File: config.mk
export PLATFORM = sky130hd
export DESIGN_NAME = wdog_key_ctrl
export DESIGN_NICKNAME = d
export VERILOG_FILES = /design/src/rtl/wdk_pkg.sv /design/src/rtl/wdk_regs.sv /design/src/rtl/wdk_fsm.sv /design/src/rtl/wdk_counter.sv /design/src/rtl/wdog_key_ctrl.sv
export SDC_FILE = /design/constraint.sdc
export NUM_CORES = 1
export LEC_CHECK = 0
export CORE_ASPECT_RATIO = 0.75
export CORE_MARGIN = 2
export CORE_UTILIZATION = 47
export DETAILED_ROUTE_END_ITERATION = 12
export GPL_ROUTABILITY_DRIVEN = 1
export PLACE_DENSITY = 0.73
export SLEW_MARGIN = 15
export SYNTH_ARGS = -nofsm -noshare
export SYNTH_HDL_FRONTEND = slang
export SYNTH_SLANG_ARGS = --single-unit
File: constraint.sdc
create_clock -name clk -period 2.4 [get_ports clk]
set_clock_uncertainty 0.05 [all_clocks]
set_input_delay 0.72 -clock clk [delete_from_list [all_inputs] [get_ports clk]]
set_output_delay 0.72 -clock clk [all_outputs]
set_load 0.005 [all_outputs]
File: src/rtl/wdk_pkg.sv
package wdk_pkg;
  typedef enum logic [1:0] {
    WD_OFF   = 2'd0,
    WD_PEND  = 2'd1,
    WD_ARMED = 2'd2
  } wd_state_e;

  localparam logic [15:0] KEY_FIRST  = 16'hA5C6;
  localparam logic [15:0] KEY_SECOND = 16'hDA7E;
  localparam int          KEY_LSB    = 16;
  localparam int          EN_POS     = 14;
  localparam int          MODE_LSB   = 2;
  localparam int          REL_LSB    = 0;
  localparam logic [1:0]  MODE_WDOG  = 2'd2;

  function automatic logic [15:0] key_of(input logic [31:0] d);
    return d[KEY_LSB +: 16];
  endfunction

  function automatic logic en_of(input logic [31:0] d);
    return d[EN_POS];
  endfunction

  function automatic logic key_ok(input logic [15:0] k);
    return (k == KEY_FIRST) || (k == KEY_SECOND);
  endfunction
endpackage

File: src/rtl/wdk_regs.sv
module wdk_regs #(
  parameter int ADDR_W = 4,
  parameter int DATA_W = 32,
  parameter int A_CFG  = 0,
  parameter int A_PLO  = 1,
  parameter int A_PHI  = 2,
  localparam int CNT_W = 2 * DATA_W
) (
  input  logic              clk,
  input  logic              rst_n,
  input  logic              wr_en,
  input  logic [ADDR_W-1:0] wr_addr,
  input  logic [DATA_W-1:0] wr_data,
  input  logic              lock,
  output logic              cfg_ok,
  output logic [CNT_W-1:0]  period
);
  import wdk_pkg::*;

  logic [1:0]       mode_q;
  logic [1:0]       rel_q;
  logic [CNT_W-1:0] prd_q;
  logic             wr_open;

  assign wr_open = wr_en && !lock;

  always_ff @(posedge clk or negedge rst_n) begin
    if (!rst_n) begin
      mode_q <= '0;
      rel_q  <= '0;
      prd_q  <= '0;
    end else if (wr_open) begin
      if (wr_addr == ADDR_W'(A_CFG)) begin
        mode_q <= wr_data[MODE_LSB +: 2];
        rel_q  <= wr_data[REL_LSB +: 2];
      end
      if (wr_addr == ADDR_W'(A_PLO)) prd_q[DATA_W-1:0]     <= wr_data;
      if (wr_addr == ADDR_W'(A_PHI)) prd_q[CNT_W-1:DATA_W] <= wr_data;
    end
  end

  assign cfg_ok = (mode_q == MODE_WDOG) && (rel_q == 2'b11);
  assign period = prd_q;
endmodule

File: src/rtl/wdk_fsm.sv
module wdk_fsm (
  input  logic               clk,
  input  logic               rst_n,
  input  logic               key_wr,
  input  logic [15:0]        key,
  input  logic               en_bit,
  input  logic               cfg_ok,
  input  logic               timeout_evt,
  output wdk_pkg::wd_state_e state,
  output logic               bite,
  output logic               svc_evt,
  output logic               bad_key_evt
);
  import wdk_pkg::*;

  wd_state_e state_q, state_d;
  logic      arm_q;
  logic      bite_q;
  logic      live_wr;

  assign live_wr     = key_wr && (state_q == WD_ARMED) && !bite_q;
  assign bad_key_evt = live_wr && !key_ok(key);
  assign svc_evt     = live_wr && (key == KEY_SECOND) && arm_q;

  always_comb begin
    state_d = state_q;
    unique case (state_q)
      WD_OFF:  if (key_wr && cfg_ok && en_bit && key == KEY_FIRST)  state_d = WD_PEND;
      WD_PEND: if (key_wr && cfg_ok && en_bit && key == KEY_SECOND) state_d = WD_ARMED;
      default: state_d = WD_ARMED;
    endcase
  end

  always_ff @(posedge clk or negedge rst_n) begin
    if (!rst_n) begin
      state_q <= WD_OFF;
      arm_q   <= 1'b0;
      bite_q  <= 1'b0;
    end else begin
      state_q <= state_d;
      if (live_wr) arm_q <= (key == KEY_FIRST);
      if (bad_key_evt || timeout_evt) bite_q <= 1'b1;
    end
  end

  assign state = state_q;
  assign bite  = bite_q;
endmodule

File: src/rtl/wdk_counter.sv
module wdk_counter #(
  parameter int CNT_W = 64
) (
  input  logic             clk,
  input  logic             rst_n,
  input  logic             run,
  input  logic             clear,
  input  logic [CNT_W-1:0] period,
  output logic [CNT_W-1:0] count,
  output logic             timeout_evt
);
  logic [CNT_W-1:0] cnt_q;

  function automatic logic [CNT_W-1:0] bump(input logic [CNT_W-1:0] v);
    return v + CNT_W'(1);
  endfunction

  assign timeout_evt = run && (cnt_q == period);

  always_ff @(posedge clk or negedge rst_n) begin
    if (!rst_n)             cnt_q <= '0;
    else if (run) begin
      if (timeout_evt)      cnt_q <= cnt_q;
      else if (clear)       cnt_q <= '0;
      else                  cnt_q <= bump(cnt_q);
    end
  end

  assign count = cnt_q;
endmodule

File: src/rtl/wdog_key_ctrl.sv
module wdog_key_ctrl #(
  parameter int ADDR_W = 4,
  parameter int DATA_W = 32,
  parameter int A_CFG  = 0,
  parameter int A_PLO  = 1,
  parameter int A_PHI  = 2,
  parameter int A_KEY  = 3,
  localparam int CNT_W = 2 * DATA_W
) (
  input  logic              clk,
  input  logic              rst_n,
  input  logic              wr_en,
  input  logic [ADDR_W-1:0] wr_addr,
  input  logic [DATA_W-1:0] wr_data,
  output logic [1:0]        wd_state,
  output logic [CNT_W-1:0]  count,
  output logic              rst_req
);
  import wdk_pkg::*;

  wd_state_e        state;
  logic             cfg_ok;
  logic [CNT_W-1:0] period;
  logic             key_wr;
  logic             bite;
  logic             svc_evt;
  logic             bad_key_evt;
  logic             timeout_evt;
  logic             run;

  assign key_wr = wr_en && (wr_addr == ADDR_W'(A_KEY));
  assign run    = (state == WD_ARMED) && !bite;

  wdk_regs #(.ADDR_W(ADDR_W), .DATA_W(DATA_W), .A_CFG(A_CFG), .A_PLO(A_PLO), .A_PHI(A_PHI)) u_regs (
    .clk(clk), .rst_n(rst_n), .wr_en(wr_en), .wr_addr(wr_addr), .wr_data(wr_data),
    .lock(state != WD_OFF), .cfg_ok(cfg_ok), .period(period)
  );

  wdk_fsm u_fsm (
    .clk(clk), .rst_n(rst_n), .key_wr(key_wr), .key(key_of(wr_data)),
    .en_bit(en_of(wr_data)), .cfg_ok(cfg_ok), .timeout_evt(timeout_evt),
    .state(state), .bite(bite), .svc_evt(svc_evt), .bad_key_evt(bad_key_evt)
  );

  wdk_counter #(.CNT_W(CNT_W)) u_cnt (
    .clk(clk), .rst_n(rst_n), .run(run), .clear(svc_evt), .period(period),
    .count(count), .timeout_evt(timeout_evt)
  );

  assign wd_state = state;
  assign rst_req  = bite;
endmodule

==> impl_metrics.py, run 1 <==
metrics = {
    "pwr": {
        "comb_power_share": 0.112,
        "intPower_uw": 4390,
        "pwr-share-seq": 0.461,
        "vdd_drop_max_mv": 0.447,
        "switchingPower_uw": 1670,
        "power.density_mw_per_mm2": 538,
        "clkPwrFrac": 0.427,
        "leakagePower_uw": 0.00486,
        "switching_share": 0.276,
    },
    "floorplan": {
        "die_x_microns": 151,
        "rows": 40,
        "coreArea_sq_mm": 0.0159,
        "die_area_sq_mm": 0.0172,
        "die_h_microns": 114,
        "io_pins": 106,
        "initial_core_util": 0.478,
    },
    "synthesis": {
        "synth.most_common_cell": "dfrtp_1",
        "synth_top_area_share": 0.447,
        "yosysWarnings": 0,
        "synth_edf_count": 0,
        "async_flop_share": 1.00,
        "synth-seq-cells": 136,
        "syn-cell-area_sq_mm": 0.00761,
        "synth_ff_type": "dfrtp_1",
        "synth.avg_cell_area_sq_um": 10.3,
        "synth_largest_area_cell": "dfrtp_1",
        "ys_top_cells_by_count": "dfrtp_1, o31ai_1, mux2_2",
        "yosysUniqueCellTypes": 45,
        "netlist_instances": 740,
        "yosys-top-cells-area": "dfrtp_1, mux2_2, o31ai_1",
        "yosysSeqAreaShare": 0.447,
        "synth_fp_nets": 780,
    },
    "timing": {
        "fmax_ghz": 0.375,
        "fin_crit_sh": 1.11,
        "setup-violations-final": 65,
        "fin_hold_ws_ns": 0.109,
        "hold_violations": 0,
        "setup_ws_ns": -0.264,
        "rsz0062_at_grt": "yes",
        "min_period_ns": 2.66,
        "setup_tns_ns": -12.63,
        "maxSlewViolCount": 0,
        "worst_pin_slew_ns": 0.722,
        "relSlewSlack": 0.519,
    },
    "setup_path": {
        "critPathLaunchType": "flip-flop",
        "endpoint_kind": "flip-flop",
        "startpoint": "u_cnt.count[18]$_DFFE_PN0P_",
        "timing.rr.start": "u_cnt.count[18]$_DFFE_PN0P_",
        "r2r_slack_ns": -0.26,
        "r2r-end": "u_cnt.count[16]$_DFFE_PN0P_",
        "crit_end": "u_cnt.count[16]$_DFFE_PN0P_",
        "crit_type": "reg -> reg",
        "rr_worst_depth": 9,
        "worst-endpoint-arrival_ns": 2.94,
        "crit_fanout": 6,
        "required_ns": 2.68,
    },
    "global_routing": {
        "use_met2": 0.485,
        "overflow": 0,
        "grt_pass1_vias": 7291,
        "track_usage": 0.321,
        "antenna_found_initial": 0,
        "grt_pass1_wl_mm": 41.6,
        "grtUsageMet1": 0.454,
        "grt.busiest_layer": "met2",
        "grt_max_degree": 54,
        "use_met3": 0.0920,
    },
    "hold_path": {
        "hp-class": "in -> async",
    },
    "routing": {
        "routedWlPerCell_microns": 25.0,
        "postRouteAntennaNets": 0,
        "finalWirelength_mm": 30.1,
        "route.vias.total": 7891,
        "via_per_inst": 6.55,
        "drc": 0,
        "drtPass1Iterations": 5,
        "drtIter0Drc": 982,
    },
    "clocking": {
        "tritoncts": "built",
        "cts.sinks": 136,
        "ctsRootBufferMaster": "clkbuf_16",
        "numCtsBuffers": 17,
        "clockBufferDepth": 2,
        "clk_pin_slew_ns": 0.06,
        "htree_num_levels": 4,
        "clk_latency_ns": 0.43,
    },
    "cells_and_area": {
        "layout.nets": 1021,
        "nFillCells": 1107,
        "final_cell_area_sq_mm": 0.0113,
        "area.growth.synth_to_final_pct": 48.1,
        "drive_above_1_share": 0.340,
        "antenna_cells": 0,
        "multiInputGateArea_sq_mm": 0.00423,
        "regArea_sq_mm": 0.00341,
        "final_cell_count_no_fill": 1204,
    },
    "placement": {
        "numPortBuffers": 105,
        "placed_area_sq_mm": 0.00979,
        "dp_cells": 1132,
        "dp_hpwl_mm": 19.2,
        "post-place-ws_ns": -0.640,
        "gp_congestion": 0.920,
    },
    "outcome": {
        "violations": "negative setup slack",
        "status": "finished with violations",
    },
    "run": {
        "maxCapViolations": 0,
    },
}
placed cells by master (no fill, tap or decap), types with 5 or more instances in the layout:
cell,n
buf_8,6
o41ai_2,7
nand3_1,28
clkbuf_16,26
clkdlybuf4s50_1,90
o31ai_1,78
mux2_2,68
a21oi_1,20
clkinvlp_4,5
dfrtp_1,127
a41oi_1,8
and4_1,12
buf_12,13
inv_6,6
nor4_1,20
dlymetal6s2s_1,5
buf_6,10
and2_1,6
buf_4,139
o31ai_2,19
o21ai_1,7
xor2_1,64
dfrtp_2,9
nor2b_1,7
nand4_1,28
a31oi_1,14
o21ai_0,27
nand2_1,40
nor2_1,23
nor3_1,10
and3_1,14
dlygate4sd2_1,8
cell families after synthesis:
| group | count (synthesis) | synth area share |
|---|---|---|
| flip-flops | 136 | 0.447 |
| adder cells (fa/ha/maj) | 1 | 0.00164 |
| AND/OR/NAND/NOR | 220 | 0.173 |
| XOR/XNOR | 64 | 0.0737 |
| multiplexers | 68 | 0.101 |
| buffers and inverters | 63 | 0.0357 |
| AO/OA/AOI/OAI | 188 | 0.168 |
metrics by stage:
stage | util | power [uW]
after floorplan | - | 3130
after global placement | 0.615 | 3420
final | 0.708 | 6060
after global routing | 0.708 | 6220
after CTS | 0.668 | 6030
after detailed placement | 0.615 | 3480
how the worst min path moves through the flow:
stage | from | to | slack, ns
floorplan | rst_n | u_cnt.count[0]$_DFFE_PN0P_ | 0.37
global placement | u_regs.mode_q[1]$_DFFE_PN0P_ | u_regs.mode_q[1]$_DFFE_PN0P_ | 0.44
detailed placement | u_fsm.arm_q$_DFFE_PN0P_ | u_fsm.arm_q$_DFFE_PN0P_ | 0.45
CTS | rst_n | u_cnt.count[28]$_DFFE_PN0P_ | 0.11
global route | rst_n | u_cnt.count[28]$_DFFE_PN0P_ | 0.13
finish | rst_n | u_cnt.count[28]$_DFFE_PN0P_ | 0.11
cell type report:
cell class                      instances  area share
Multi-Input combinational cell        542       0.376
Sequential cell                       136       0.303
Timing Repair Buffer                  281       0.246
Clock buffer                           18      0.0381
Tap cell                              210      0.0233
Clock inverter                         14      0.0124
Inverter                                3     0.00100
flip-flops by register name (all words and copies together), names as in the netlist:
register	count
u_fsm.bite	1
u_fsm.state	2
u_regs.period	64
u_cnt.count	64
u_regs.rel_q	2
u_fsm.arm_q	1
u_regs.mode_q	2
per-layer routing:
metal,routed length [microns],up-vias,share of wire
li1,-,3324,-
met1,11800,3831,0.39
met2,13500,630,0.45
met3,3650,106,0.12
met4,1110,0,0.037
met5,0,-,0
power groups by stage:
| stage | clock network, uW | logic, uW | registers [uW] |
|---|---|---|---|
| after CTS | 2580 | 665 | 2780 |
| after detailed placement | 0 | 655 | 2820 |
| after global routing | 2680 | 727 | 2810 |
| after global placement | 0 | 623 | 2800 |
| after floorplan | 0 | 398 | 2730 |
| final | 2590 | 677 | 2790 |
what timing repair did:
item	CTS	global route
hold buffers	0	0
pin swaps	13	21
gates resized for setup	49	59
buffers inserted	13	15
setup endpoints to repair	68	68
gates cloned	0	14
critical path, stage by stage, from the launching register on:
cell       delay (ns)
dfrtp_1          0.42
buf_6            0.15
xor2_1           0.15
nor4_1           0.34
nand4_1          0.29
nor4_4           0.49
buf_6            0.24
clkbuf_16        0.17
o21ai_0          0.16
o31ai_2          0.11
Note: power is estimated with default switching activity, not from simulation.
==> run 2: changes to the inputs <==
Settings changed: CORE_ASPECT_RATIO 0.75 to 0.5.
==> impl_metrics.py, run 2 (synthesized netlist as in run 1, its figures left out) <==
metrics = {
    "clocking": {
        "clk_latency_ns": 0.43,
        "postCtsHoldBufs": 0,
        "cts.sinks": 136,
        "ctsRootBufferMaster": "clkbuf_16",
        "tritoncts": "built",
        "numCtsBuffers": 17,
        "clockBufferDepth": 2,
        "htree_num_levels": 4,
        "clk_pin_slew_ns": 0.07,
    },
    "cells_and_area": {
        "nFillCells": 1050,
        "drive_above_1_share": 0.344,
        "final_common_cell": "buf_4",
        "antenna_cells": 0,
        "layout_common_cells": "buf_4, dfrtp_1, o31ai_1",
        "regArea_sq_mm": 0.00344,
        "final_cell_count_no_fill": 1189,
        "multiInputGateArea_sq_mm": 0.00412,
        "area.growth.synth_to_final_pct": 45.2,
        "final_cell_area_sq_mm": 0.0110,
        "layout.nets": 1012,
    },
    "routing": {
        "finalWirelength_mm": 29.0,
        "route.vias.total": 7604,
        "via_per_inst": 6.40,
        "drtPass1Iterations": 5,
        "drtIter0Drc": 930,
        "drc": 0,
        "postRouteAntennaNets": 0,
        "routedWlPerCell_microns": 24.4,
    },
    "pwr": {
        "leakagePower_uw": 0.00479,
        "comb_power_share": 0.113,
        "finalPower_uw": 6160,
        "intPower_uw": 4370,
        "switching_share": 0.290,
        "vdd_drop_max_mv": 0.490,
        "pwr-share-seq": 0.454,
        "clkPwrFrac": 0.433,
        "switchingPower_uw": 1790,
        "power.density_mw_per_mm2": 558,
    },
    "outcome": {
        "violations": "negative setup slack",
        "status": "finished with violations",
    },
    "setup_path": {
        "timing.rr.start": "u_fsm.state[0]$_DFFE_PN0P_",
        "crit_chain": "clkdlybuf4s50_1 > nand3b_1 > nor4_4 > buf_12 > buf_12 > buf_12 > clkbuf_16 > a41oi_2 > o31ai_1 > o31ai_1",
        "r2r-end": "u_cnt.count[33]$_DFFE_PN0P_",
        "critPathLaunchType": "input port",
        "r2r_slack_ns": -0.12,
        "rr_worst_depth": 10,
        "crit_buf_inv": 5,
        "cpPeakStageDelay_ns": 0.42,
        "startpoint": "wr_data[29]",
        "endpoint_kind": "flip-flop",
        "path_delay_family": "buffers and inverters",
        "crit_type": "in -> reg",
        "crit_fanout": 6,
        "worst-endpoint-arrival_ns": 2.78,
        "required_ns": 2.64,
        "crit_path_frequent_cell": "buf_12",
        "cp_slowest_cell": "clkdlybuf4s50_1",
    },
    "timing": {
        "fin_hold_ws_ns": 0.195,
        "setup_ws_ns": -0.140,
        "rsz0062_at_grt": "yes",
        "worst_pin_slew_ns": 0.556,
        "hold_violations": 0,
        "setup-violations-final": 11,
        "fin_crit_sh": 1.06,
        "fmax_ghz": 0.394,
        "min_period_ns": 2.54,
        "maxSlewViolCount": 0,
        "relSlewSlack": 0.629,
    },
    "floorplan": {
        "rows": 32,
        "io_pins": 106,
        "die_area_sq_mm": 0.0173,
        "coreArea_sq_mm": 0.0156,
        "initial_core_util": 0.487,
        "die_x_microns": 184,
        "die_h_microns": 94.0,
    },
    "placement": {
        "dp_cells": 1127,
        "placed_area_sq_mm": 0.00988,
        "numPortBuffers": 105,
        "gp_congestion": 0.928,
        "dp_hpwl_mm": 19.7,
    },
    "hold_path": {
        "hp-class": "in -> async",
    },
    "global_routing": {
        "antenna_found_initial": 0,
        "grt_max_degree": 54,
        "overflow": 0,
        "grt_pass1_vias": 7117,
        "grt_pass1_wl_mm": 42.7,
        "track_usage": 0.334,
    },
    "run": {
        "maxCapViolations": 0,
    },
}
[run 2: power groups by stage]
stage	Clock, uW	Sequential (uW)	Combinational, uW
finish	2670	2800	693
global route	2770	2810	742
global placement	0	2790	624
detailed placement	0	2810	656
CTS	2670	2780	683
floorplan	0	2730	398
[run 2: what timing repair did]
| action | CTS | global route |
|---|---|---|
| endpoints found under the setup margin | 67 | 83 |
| resized for setup | 42 | 76 |
| setup buffers | 8 | 19 |
| pin swaps | 10 | 22 |
| cloned | 1 | 3 |
[run 2: per-stage QoR]
step / setup WS, ns / utilization / setup TNS [ns]
after floorplan: 0.000353 / - / 0
after global placement: -0.654 / 0.633 / -34.48
after detailed placement: -0.642 / 0.633 / -36.10
after CTS: 0.00000289 / 0.682 / 0
after global routing: -0.160 / 0.707 / -2.15
final: -0.140 / 0.707 / -0.251
[run 2: area by class of cell]
type                       instances  area share
inverter                           3     0.00102
clock buffer                      18      0.0398
timing repair buffer             273       0.238
clock inverter                    14      0.0138
multi-input combinational        541       0.373
tap                              204      0.0231
sequential                       136       0.311
[run 2: worst max-delay path by stage]
stage / endpoint / slack [ns] / depth (start not counted)
2_1_floorplan: u_cnt.count[41]$_DFFE_PN0P_ / 0.0004 / 7
3_3_place_gp: u_cnt.count[42]$_DFFE_PN0P_ / -0.65 / 8
3_5_place_dp: u_cnt.count[40]$_DFFE_PN0P_ / -0.64 / 8
4_1_cts: u_cnt.count[50]$_DFFE_PN0P_ / 0.000003 / 10
5_1_grt: u_cnt.count[33]$_DFFE_PN0P_ / -0.16 / 12
6_report: u_cnt.count[33]$_DFFE_PN0P_ / -0.14 / 10
[run 2: per-layer routing]
metal / vias up / GRT usage / part of all wire / routed length [microns]
met5: - / 0 / 0 / 0
met4: 0 / 0.0707 / 0.020 / 567
met3: 49 / 0.114 / 0.13 / 3830
met2: 463 / 0.490 / 0.44 / 12700
met1: 3776 / 0.479 / 0.41 / 12000
li1: 3316 / - / - / -
